`config.mk`:
```
export PLATFORM = sky130hd
export DESIGN_NAME = mcam_core
export DESIGN_NICKNAME = d
export VERILOG_FILES = /design/src/rtl/mcam_pkg.sv /design/src/rtl/mcam_prienc.sv /design/src/rtl/mcam_ptr.sv /design/src/rtl/mcam_array.sv /design/src/rtl/mcam_core.sv
export SDC_FILE = /design/constraint.sdc
export NUM_CORES = 2
export LEC_CHECK = 0
export BUFFER_PORTS_ARGS = -buffer_cell sky130_fd_sc_hd__buf_2
export CAP_MARGIN = 5
export CORE_MARGIN = 2
export CORE_UTILIZATION = 35
export DETAILED_ROUTE_END_ITERATION = 10
export SETUP_SLACK_MARGIN = 0.3
export SLEW_MARGIN = 20
export SYNTH_ARGS = -nofsm -noshare
export SYNTH_HDL_FRONTEND = slang
export SYNTH_HIERARCHICAL = 1
export SYNTH_SLANG_ARGS = --single-unit
```
`constraint.sdc`:
```
create_clock -name clk -period 4.81 [get_ports clk]
set_input_delay 0.2405 -clock clk [delete_from_list [all_inputs] [get_ports clk]]
set_output_delay 0.2405 -clock clk [all_outputs]
set_load 0.02 [all_outputs]
```
`src/rtl/mcam_pkg.sv`:
```
package mcam_pkg;
   typedef enum logic [3:0] {
      CMD_IDLE     = 4'd0,
      CMD_LD_CMP   = 4'd1,
      CMD_LD_MASK  = 4'd2,
      CMD_COMPARE  = 4'd3,
      CMD_WR_DIR   = 4'd4,
      CMD_WR_INC   = 4'd5,
      CMD_WR_DEC   = 4'd6,
      CMD_RD_INC   = 4'd7,
      CMD_RD_DEC   = 4'd8,
      CMD_PTR_INC  = 4'd9,
      CMD_PTR_DEC  = 4'd10,
      CMD_PTR_LOAD = 4'd11,
      CMD_SET_EMPT = 4'd12
   } mcam_cmd_e;

   typedef enum logic [1:0] {
      RES_RESET  = 2'b00,
      RES_MATCH  = 2'b01,
      RES_ACCESS = 2'b10
   } mcam_res_e;
endpackage

```
`src/rtl/mcam_prienc.sv`:
```
module mcam_prienc #(
   parameter int N  = 16,
   parameter int AW = 4
) (
   input  logic [N-1:0]  vec_i,
   output logic          found_o,
   output logic [AW-1:0] idx_o,
   output logic          multi_o
);
   always_comb begin
      idx_o = '0;
      for (int i = N - 1; i >= 0; i--) begin
         if (vec_i[i]) idx_o = AW'(i);
      end
   end
   assign found_o = |vec_i;
   assign multi_o = |(vec_i & (vec_i - N'(1)));
endmodule

```
`src/rtl/mcam_ptr.sv`:
```
module mcam_ptr #(
   parameter int DEPTH = 16,
   parameter int AW    = 4
) (
   input  logic          clk,
   input  logic          rst_n,
   input  logic          load_i,
   input  logic [AW-1:0] load_val_i,
   input  logic          inc_i,
   input  logic          dec_i,
   output logic [AW-1:0] ptr_o
);
   localparam logic [AW-1:0] LAST = AW'(DEPTH - 1);
   logic [AW-1:0] up, down;

   generate
      if ((DEPTH & (DEPTH - 1)) == 0) begin : g_pow2
         assign up   = ptr_o + AW'(1);
         assign down = ptr_o - AW'(1);
      end else begin : g_any
         assign up   = (ptr_o == LAST) ? '0 : ptr_o + AW'(1);
         assign down = (ptr_o == '0) ? LAST : ptr_o - AW'(1);
      end
   endgenerate

   always_ff @(posedge clk or negedge rst_n) begin
      if (!rst_n)      ptr_o <= '0;
      else if (load_i) ptr_o <= load_val_i;
      else if (inc_i)  ptr_o <= up;
      else if (dec_i)  ptr_o <= down;
   end

   assert_ptr_inc_wrap_R8: assert property (@(posedge clk) disable iff (!rst_n)
      (inc_i && !load_i) |=> ptr_o == (($past(ptr_o) == LAST) ? '0 : $past(ptr_o) + AW'(1)));
   assert_ptr_dec_wrap_R8: assert property (@(posedge clk) disable iff (!rst_n)
      (dec_i && !inc_i && !load_i) |=> ptr_o == (($past(ptr_o) == '0) ? LAST : $past(ptr_o) - AW'(1)));
endmodule

```
`src/rtl/mcam_array.sv`:
```
module mcam_array #(
   parameter int DEPTH = 16,
   parameter int WIDTH = 64,
   parameter int AW    = 4
) (
   input  logic             clk,
   input  logic             rst_n,
   input  logic             wr_en_i,
   input  logic [AW-1:0]    wr_addr_i,
   input  logic [WIDTH-1:0] wr_data_i,
   input  logic [WIDTH-1:0] wr_keep_i,
   input  logic             clr_en_i,
   input  logic [AW-1:0]    clr_addr_i,
   input  logic [WIDTH-1:0] key_i,
   input  logic [WIDTH-1:0] ignore_i,
   input  logic [AW-1:0]    rd_addr_i,
   output logic [WIDTH-1:0] rd_data_o,
   output logic [DEPTH-1:0] hit_o,
   output logic [DEPTH-1:0] valid_o
);
   logic [WIDTH-1:0] store_q [DEPTH];

   generate
      for (genvar e = 0; e < DEPTH; e++) begin : g_entry
         always_ff @(posedge clk or negedge rst_n) begin
            if (!rst_n) begin
               store_q[e] <= '0;
               valid_o[e] <= 1'b0;
            end else if (wr_en_i && wr_addr_i == AW'(e)) begin
               store_q[e] <= (store_q[e] & wr_keep_i) | (wr_data_i & ~wr_keep_i);
               valid_o[e] <= 1'b1;
            end else if (clr_en_i && clr_addr_i == AW'(e)) begin
               valid_o[e] <= 1'b0;
            end
         end
         assign hit_o[e] = valid_o[e] && (((store_q[e] ^ key_i) & ~ignore_i) == '0);
      end
   endgenerate

   assign rd_data_o = store_q[rd_addr_i];
endmodule

```
`src/rtl/mcam_core.sv`:
```
module mcam_core
   import mcam_pkg::*;
#(
   parameter int DEPTH = 16,
   parameter int WIDTH = 64,
   parameter int NMASK = 7,
   localparam int AW = (DEPTH > 1) ? $clog2(DEPTH) : 1
) (
   input  logic             clk,
   input  logic             rst_n,
   input  logic [3:0]       cmd_i,
   input  logic [WIDTH-1:0] data_i,
   input  logic [AW-1:0]    addr_i,
   input  logic [2:0]       mask_sel_i,
   input  logic             fi_n_i,
   input  logic [3:0]       page_i,
   output logic             match_n_o,
   output logic             mmatch_n_o,
   output logic             full_n_o,
   output logic [AW-1:0]    active_addr_o,
   output logic [AW-1:0]    next_free_o,
   output logic [AW-1:0]    ptr_o,
   output logic [WIDTH-1:0] read_data_o,
   output logic [31:0]      status_o
);
   initial begin
      if (DEPTH < 2 || AW > 12) $error("mcam_core: DEPTH must be 2..4096");
      if (NMASK < 1 || NMASK > 7) $error("mcam_core: NMASK must be 1..7");
   end

   mcam_cmd_e        cmd;
   logic [WIDTH-1:0] cmp_q;
   logic [WIDTH-1:0] mask_q [NMASK];
   logic [WIDTH-1:0] sel_mask;
   logic [DEPTH-1:0] hit_vec, valid_vec;
   logic [WIDTH-1:0] rd_data;
   logic             hit_found, hit_multi, free_found, free_multi;
   logic [AW-1:0]    hit_idx, acc_addr;
   logic             is_wr, is_rd, is_acc;
   mcam_res_e        rtype_q;

   assign cmd = mcam_cmd_e'(cmd_i);
   assign is_wr  = (cmd == CMD_WR_DIR) || (cmd == CMD_WR_INC) || (cmd == CMD_WR_DEC);
   assign is_rd  = (cmd == CMD_RD_INC) || (cmd == CMD_RD_DEC);
   assign is_acc = is_wr || is_rd;
   assign acc_addr = (cmd == CMD_WR_DIR) ? addr_i : ptr_o;

   always_comb begin
      sel_mask = '0;
      for (int k = 1; k <= NMASK; k++) begin
         if (mask_sel_i == 3'(k)) sel_mask = mask_q[k-1];
      end
   end

   always_ff @(posedge clk or negedge rst_n) begin
      if (!rst_n) begin
         cmp_q <= '0;
         for (int k = 0; k < NMASK; k++) mask_q[k] <= '0;
      end else if (cmd == CMD_LD_CMP) begin
         cmp_q <= data_i;
      end else if (cmd == CMD_LD_MASK) begin
         for (int k = 1; k <= NMASK; k++) begin
            if (mask_sel_i == 3'(k)) mask_q[k-1] <= data_i;
         end
      end
   end

   mcam_array #(.DEPTH(DEPTH), .WIDTH(WIDTH), .AW(AW)) array_i (
      .clk(clk), .rst_n(rst_n),
      .wr_en_i(is_wr), .wr_addr_i(acc_addr), .wr_data_i(data_i), .wr_keep_i(sel_mask),
      .clr_en_i(cmd == CMD_SET_EMPT), .clr_addr_i(addr_i),
      .key_i(cmp_q), .ignore_i(sel_mask),
      .rd_addr_i(ptr_o), .rd_data_o(rd_data),
      .hit_o(hit_vec), .valid_o(valid_vec)
   );

   mcam_prienc #(.N(DEPTH), .AW(AW)) hit_enc_i (
      .vec_i(hit_vec), .found_o(hit_found), .idx_o(hit_idx), .multi_o(hit_multi)
   );

   mcam_prienc #(.N(DEPTH), .AW(AW)) free_enc_i (
      .vec_i(~valid_vec), .found_o(free_found), .idx_o(next_free_o), .multi_o(free_multi)
   );

   mcam_ptr #(.DEPTH(DEPTH), .AW(AW)) ptr_i (
      .clk(clk), .rst_n(rst_n),
      .load_i(cmd == CMD_PTR_LOAD), .load_val_i(addr_i),
      .inc_i(cmd == CMD_PTR_INC || cmd == CMD_WR_INC || cmd == CMD_RD_INC),
      .dec_i(cmd == CMD_PTR_DEC || cmd == CMD_WR_DEC || cmd == CMD_RD_DEC),
      .ptr_o(ptr_o)
   );

   always_ff @(posedge clk or negedge rst_n) begin
      if (!rst_n) begin
         match_n_o     <= 1'b1;
         mmatch_n_o    <= 1'b1;
         active_addr_o <= '0;
         rtype_q       <= RES_RESET;
         read_data_o   <= '0;
      end else if (cmd == CMD_COMPARE) begin
         match_n_o     <= ~hit_found;
         mmatch_n_o    <= ~hit_multi;
         active_addr_o <= hit_idx;
         rtype_q       <= RES_MATCH;
      end else if (is_acc) begin
         match_n_o     <= 1'b1;
         mmatch_n_o    <= 1'b1;
         active_addr_o <= acc_addr;
         rtype_q       <= RES_ACCESS;
         if (is_rd) read_data_o <= rd_data;
      end
   end

   assign full_n_o = ~(~free_found & ~fi_n_i);

   assign status_o = {1'b0, match_n_o, mmatch_n_o, full_n_o, 2'b00, rtype_q,
                      4'b0000, page_i, 4'b0000, 12'(active_addr_o)};

   assert_multi_needs_match_R4: assert property (@(posedge clk) disable iff (!rst_n)
      !mmatch_n_o |-> !match_n_o);
   assert_full_needs_all_R6: assert property (@(posedge clk) disable iff (!rst_n)
      !full_n_o |-> (!fi_n_i && (&valid_vec)));
   assert_free_is_empty_R7: assert property (@(posedge clk) disable iff (!rst_n)
      (free_found || free_multi) |-> !valid_vec[next_free_o]);
   assert_compare_type_R5: assert property (@(posedge clk) disable iff (!rst_n)
      (cmd == CMD_COMPARE) |=> (rtype_q == RES_MATCH));
   assert_access_flags_R10: assert property (@(posedge clk) disable iff (!rst_n)
      is_acc |=> (match_n_o && mmatch_n_o && rtype_q == RES_ACCESS));
endmodule

```
Yosys cells after proc, flatten, opt, wreduce, memory -nomap -nowiden
Index checks and enable logic that the tools add are counted.
{"block": "word_totals", "wordCells": 364, "reg_bits": 1628, "out_inout_bits": 111, "input_bits": 82}
{"block": "op_classes", "reduce_logical": 103, "n_mux": 85, "magnitude_cmp": 1, "bitwise_logic": 77, "addsub": 3, "eq_ne": 49}
{"operator": "$and A64 B64 Y64", "n": 33}
{"operator": "$logic_not A64 Y1", "n": 16}
{"operator": "$or A64 B64 Y64", "n": 16}
{"operator": "$xor A64 B64 Y64", "n": 16}
{"operator": "$mux W64", "n": 9}
{"operator": "$bmux W64 S4", "n": 1}
{"operator": "$mux W4", "n": 38}
{"operator": "$eq A4 B4 Y1 const B", "n": 21}
{"operator": "$not A64 Y64", "n": 1}
{"operator": "$eq A4 B3 Y1 const B", "n": 12}
{"operator": "$logic_and A1 B1 Y1", "n": 48}
{"operator": "$reduce_or A16 Y1", "n": 3}
{"operator": "$mux W1", "n": 35}
{"operator": "$reduce_bool A2 Y1", "n": 17}
{"operator": "$eq A4 B2 Y1 const B", "n": 6}
{"operator": "$reduce_and A3 Y1", "n": 8}
{"operator": "$and A16 B16 Y16", "n": 1}
{"operator": "$not A16 Y16", "n": 1}
{"operator": "$sub A16 B1 Y16 const B", "n": 1}
{"operator": "$eq A3 B3 Y1 const B", "n": 4}
{"operator": "$eq A4 B1 Y1 const B", "n": 3}
{"operator": "$logic_not A4 Y1", "n": 2}
{"operator": "$logic_or A1 B1 Y1", "n": 8}
{"operator": "$not A1 Y1", "n": 7}
{"operator": "other kinds (9)", "n": 11}

Longest topological paths before layout
{"block": "logic_depth", "ltp_word": 29, "mapped_depth": 21, "depth_no_buf": 15}

Modules after synthesis
Netlist, hierarchy kept.
{"module": "mcam_array", "instances": 1, "cells_each": 5961, "area_per_inst_um2": 65379.0}
{"module": "mcam_core", "instances": 1, "cells_each": 1844, "area_per_inst_um2": 25502.0}
{"module": "mcam_prienc", "instances": 2, "cells_each": 53, "area_per_inst_um2": 322.8}
{"module": "mcam_ptr", "instances": 1, "cells_each": 32, "area_per_inst_um2": 305.3}

Worst setup path before layout
OpenSTA, ideal clock, no wires.
{"block": "synth_timing", "path_kind": "input to register", "start": "input port mask_sel_i[1]", "end": "register active_addr_o[0]", "stages": 21, "required_time_ps": 4684, "arrival_time_ps": 4137, "setup_ps": 126, "slack_ps": 547, "n_path_buf": 6, "path_cell_list": "buf_2 -> nor2b_1 -> clkbuf_1 -> clkbuf_1 -> clkbuf_1 -> nand2_1 -> o211ai_1 -> a22o_1 -> clkbuf_1 -> buf_2 -> o22a_1 -> o221ai_1 -> nor3_1 -> nand4_1 -> nor4_1 -> inv_1 -> a21oi_1 -> o21bai_1 -> a2111oi_0 -> o22ai_1 -> a221o_1"}
{"item": "start, declared", "line": "mcam_core.sv:14", "rtl": "input logic [2:0] mask_sel_i,"}
{"item": "$eq A3 B1 Y1", "line": "mcam_core.sv:51", "rtl": "if (mask_sel_i == 3'(k)) sel_mask = mask_q[k-1];"}
{"item": "$mux W64 (6 in a row)", "line": "mcam_core.sv:51"}
{"item": "$mux W64 *", "line": "mcam_core.sv:51"}
{"item": "via sel_mask[61]", "line": "mcam_core.sv:34", "rtl": "logic [WIDTH-1:0] sel_mask;"}
{"item": "$not A64 Y64 *", "line": "mcam_array.sv:36", "rtl": "assign hit_o[e] = valid_o[e] && (((store_q[e] ^ key_i) & ~ignore_i) == '0);"}
{"item": "$and A64 B64 Y64 *", "line": "mcam_array.sv:36"}
{"item": "$logic_not A64 Y1 *", "line": "mcam_array.sv:36"}
{"item": "$logic_and A1 B1 Y1 *", "line": "mcam_array.sv:36"}
{"item": "via hit_vec[14]", "line": "mcam_core.sv:35", "rtl": "logic [DEPTH-1:0] hit_vec, valid_vec;"}
{"item": "$mux W4 * (15 in a row)", "line": "mcam_prienc.sv:13", "rtl": "if (vec_i[i]) idx_o = AW'(i);"}
{"item": "via hit_idx[0]", "line": "mcam_core.sv:38", "rtl": "logic [AW-1:0] hit_idx, acc_addr;"}
{"item": "$mux W4 *", "line": "mcam_core.sv:100", "rtl": "end else if (cmd == CMD_COMPARE) begin"}
{"item": "end signal, assigned", "line": "mcam_core.sv:103", "rtl": "active_addr_o <= hit_idx;"}
{"item": "end signal, assigned", "line": "mcam_core.sv:108", "rtl": "active_addr_o <= acc_addr;"}
{"item": "end, declared", "line": "mcam_core.sv:20", "rtl": "output logic [AW-1:0] active_addr_o,"}
Mark *: on every way through the listed nets, which the timed path passes. The rest lies on a longest branch.
A chain may end at the register's enable or synchronous reset.

Worst setup path in the final report
{"block": "layout_timing", "start": "register mask_q[189] in the netlist's numbering", "end": "register mmatch_n_o"}
{"block": "layout_between", "elab_chain_cells": 12}
{"item": "start, declared", "line": "mcam_core.sv:33", "rtl": "logic [WIDTH-1:0] mask_q [NMASK];"}
{"item": "start signal, assigned by index", "line": "mcam_core.sv:63", "rtl": "if (mask_sel_i == 3'(k)) mask_q[k-1] <= data_i;"}
{"item": "$mux W64 * (3 in a row)", "line": "mcam_core.sv:51"}
{"item": "via sel_mask[61]", "line": "mcam_core.sv:34"}
{"item": "$not A64 Y64 *", "line": "mcam_array.sv:36"}
{"item": "$and A64 B64 Y64 *", "line": "mcam_array.sv:36"}
{"item": "$logic_not A64 Y1 *", "line": "mcam_array.sv:36"}
{"item": "$logic_and A1 B1 Y1 *", "line": "mcam_array.sv:36"}
{"item": "via hit_vec[7]", "line": "mcam_core.sv:35"}
{"item": "$sub A16 B1 Y16", "line": "mcam_prienc.sv:17", "rtl": "assign multi_o = |(vec_i & (vec_i - N'(1)));"}
{"item": "$and A16 B16 Y16 *", "line": "mcam_prienc.sv:17"}
{"item": "$reduce_or A16 Y1 *", "line": "mcam_prienc.sv:17"}
{"item": "via hit_multi", "line": "mcam_core.sv:37", "rtl": "logic hit_found, hit_multi, free_found, free_multi;"}
{"item": "$not A1 Y1 *", "line": "mcam_core.sv:102", "rtl": "mmatch_n_o <= ~hit_multi;"}
{"item": "$mux W1 *", "line": "mcam_core.sv:100"}
{"item": "end signal, assigned", "line": "mcam_core.sv:102"}
{"item": "end, declared", "line": "mcam_core.sv:18", "rtl": "output logic mmatch_n_o,"}
Marks and branches as above.

==> reports/metrics.cfg <==
[finish]
num-fill-cells=24600
layout.nets=8063
drive_above_1_share_pct=29.1
syn2layout_area_growth_pct=14.3
stdcell_count=11700

[logic_synthesis]
synth.avg_cell_area_um2=11.6
yosys_warnings=6
synthCells=7923
syn_area_mm2=0.0917

[hold_path]
min_path_type=primary input to async pin

[grt]
gr-total-overflow=0
grt_max_degree=134
grt_pass1_wl_mm=511
grt_pass1_vias=66900
track_usage_pct=26.6
antenna_found_initial=46

[floorplan]
die_y_um=516
die_w_um=516
fp.dieArea_mm2=0.266
pin_count=193
core_mm2=0.260
rows=187
start_util_pct=35.2

[sta]
rsz0062_at_grt=yes
finalSetupViolCount=0
fmax_mhz=226
min_period_ns=4.42
worst_slew_pin_slew_ns=1.15
hold_ws_ns=-0.0295
skew_ns=0.0818
hold_violations=2
slew_violations=0
setup_tns_ns=0
fin_crit_sh_pct=91.8
slew_headroom_pct=23.3

[outcome]
violations=hold timing
status=complete, but fails checks

[clock_tree]
cts_buffer_depth=3
cts_root_buffer=clkbuf_16
cts_tree=built
cts_buffers=187
htreeDepth=4
path_clk_slew_ns=0.06
clock-sinks=1628
worstSkewPairLatency_ns=0.89

[critical_path]
cp_slowest_stage_delay_ns=0.48
critical_path_arrival_ns=5.17
cpMostUsedCell=buf_4
cp.required_ns=5.57
crit_slowest_cell=nor4_1
worstSetupPathType=register to register
critPathBufInv=4
critPathLaunchType=register
cp_top_family=simple AND/OR/NAND/NOR gates
crit_fanout=28
crit_path_end_kind=register
cp_cell_sequence=mux2i_1, o211ai_1, a22o_1, buf_4, o22a_1, o221ai_1, nor3_1, buf_4, nand4_1, nor4_1, nor4_1, buf_4, nor2b_4, buf_4, nor2_1, a2111oi_2, o211ai_1, a21oi_1

[place]
gp_congestion=0.983
place_inst=11200
portBuffers=165
dp_hpwl_mm=248

[drt]
drc_errors=0
vias=67100
routed_via_density=5.75
routed_wl_mm=358
wire_per_inst_um=30.7
drtIter0Drc=7441
ant_nets=0
first_pass_iters=6

[power_and_ir_drop]
power_leakage_nw=46.1
ir_drop_v=0.00108
powerDensity_mw_per_mm2=604

[job]
max-cap-violations=0

## area by class of cell
type                    count  area (um^2)  area share [%]
diodes                     35         87.6          0.0836
clock buffers             284         5570            5.31
clock inverters            63          762           0.727
inverters                  26         97.6          0.0931
multi-input cells        5495        47500            45.4
flip-flops and latches   1628        40800            38.9
well taps                3496         4370            4.17
repair buffers            640         5610            5.36
## placed cells by master, fill, tap and decap left out, drive strengths merged, types with 5 or more instances in the layout
cell type,count
nor3b,5
or4,5
diode,35
o22a,16
dlygate4sd3,56
nor2,1247
nand2,188
or2,5
dfrtp,1626
mux4,320
mux2,1606
clkinvlp,6
o221ai,16
buf,584
a21oi,14
mux2i,68
a32oi,61
nor2b,9
nor4,34
clkbuf,284
o21ai,46
conb,19
o22ai,469
bufinv,8
nand3,68
nand2b,12
o211ai,62
clkinv,46
inv,29
nor3,39
a22o,61
nand4,48
a211oi,7
xnor2,1024
nand3b,5
## worst register-to-register path, cell delays in order (launching register included)
cell and delay (ns):
dfrtp_1 0.34, mux2i_1 0.07, o211ai_1 0.16, a22o_1 0.43, buf_4 0.44, o22a_1 0.25
o221ai_1 0.11, nor3_1 0.42, buf_4 0.26, nand4_1 0.32, nor4_1 0.49, nor4_1 0.10
buf_4 0.17, nor2b_4 0.13, buf_4 0.13, nor2_1 0.14, a2111oi_2 0.07, o211ai_1 0.18
a21oi_1 0.12
## layer usage
layer / routed length (um) / GRT usage, % / up-vias / share of wire (%)
met5: 170 / 0 / - / 0.047
met4: 17800 / 11.5 / 22 / 5.0
met3: 30100 / 5.44 / 648 / 8.4
met2: 161000 / 40.9 / 3075 / 45
met1: 149000 / 36.2 / 35300 / 42
li1: - / - / 28100 / -
## per-stage QoR
stage	util [%]	area (um^2)	setup slack (ns)	power, mW
after floorplan	-	91800	0.547	37.5
after global placement	37.6	97800	-0.348	47.6
after detailed placement	37.6	97800	-0.356	48.0
after CTS	40.2	105000	0.332	62.9
after global routing	40.3	105000	0.251	65.5
final	40.3	105000	0.393	63.3
## power breakdown
| part | total, mW | switching [mW] | internal (mW) |
|---|---|---|---|
| Combinational | 26.2 | 14.2 | 12.1 |
| Sequential | 22.2 | 4.44 | 17.8 |
| Clock | 14.8 | 6.35 | 8.46 |
| Total | 63.3 | 25.0 | 38.3 |
## path summary, 6_finish.rpt
check / from / endpoint / slack [ns] / cells past startpoint
setup / recovery: mask_q[189]$_DFFE_PN0P_ / mmatch_n_o$_DFFE_PN1P_ / 0.39 / 18
hold / removal: rst_n / cmp_q[29]$_DFFE_PN0P_ / -0.03 / 2
setup reg to reg: mask_q[189]$_DFFE_PN0P_ / mmatch_n_o$_DFFE_PN1P_ / 0.39 / 18
hold reg to reg: mask_q[198]$_DFFE_PN0P_ / mask_q[198]$_DFFE_PN0P_ / 0.48 / 1
max in group asynchronous: rst_n / mask_q[386]$_DFFE_PN0P_ / 3.16 / 3
min in group clk: data_i[15] / mask_q[143]$_DFFE_PN0P_ / 0.04 / 2
## timing repair
action / 4_1_cts / 5_1_grt
endpoints found under the hold margin: 1050 / 0
setup buffers: 0 / 0
hold buffers: 56 / 0
setup endpoints to repair: 0 / 2
resized for setup: 0 / 5
(Power assumes the default switching activity.)
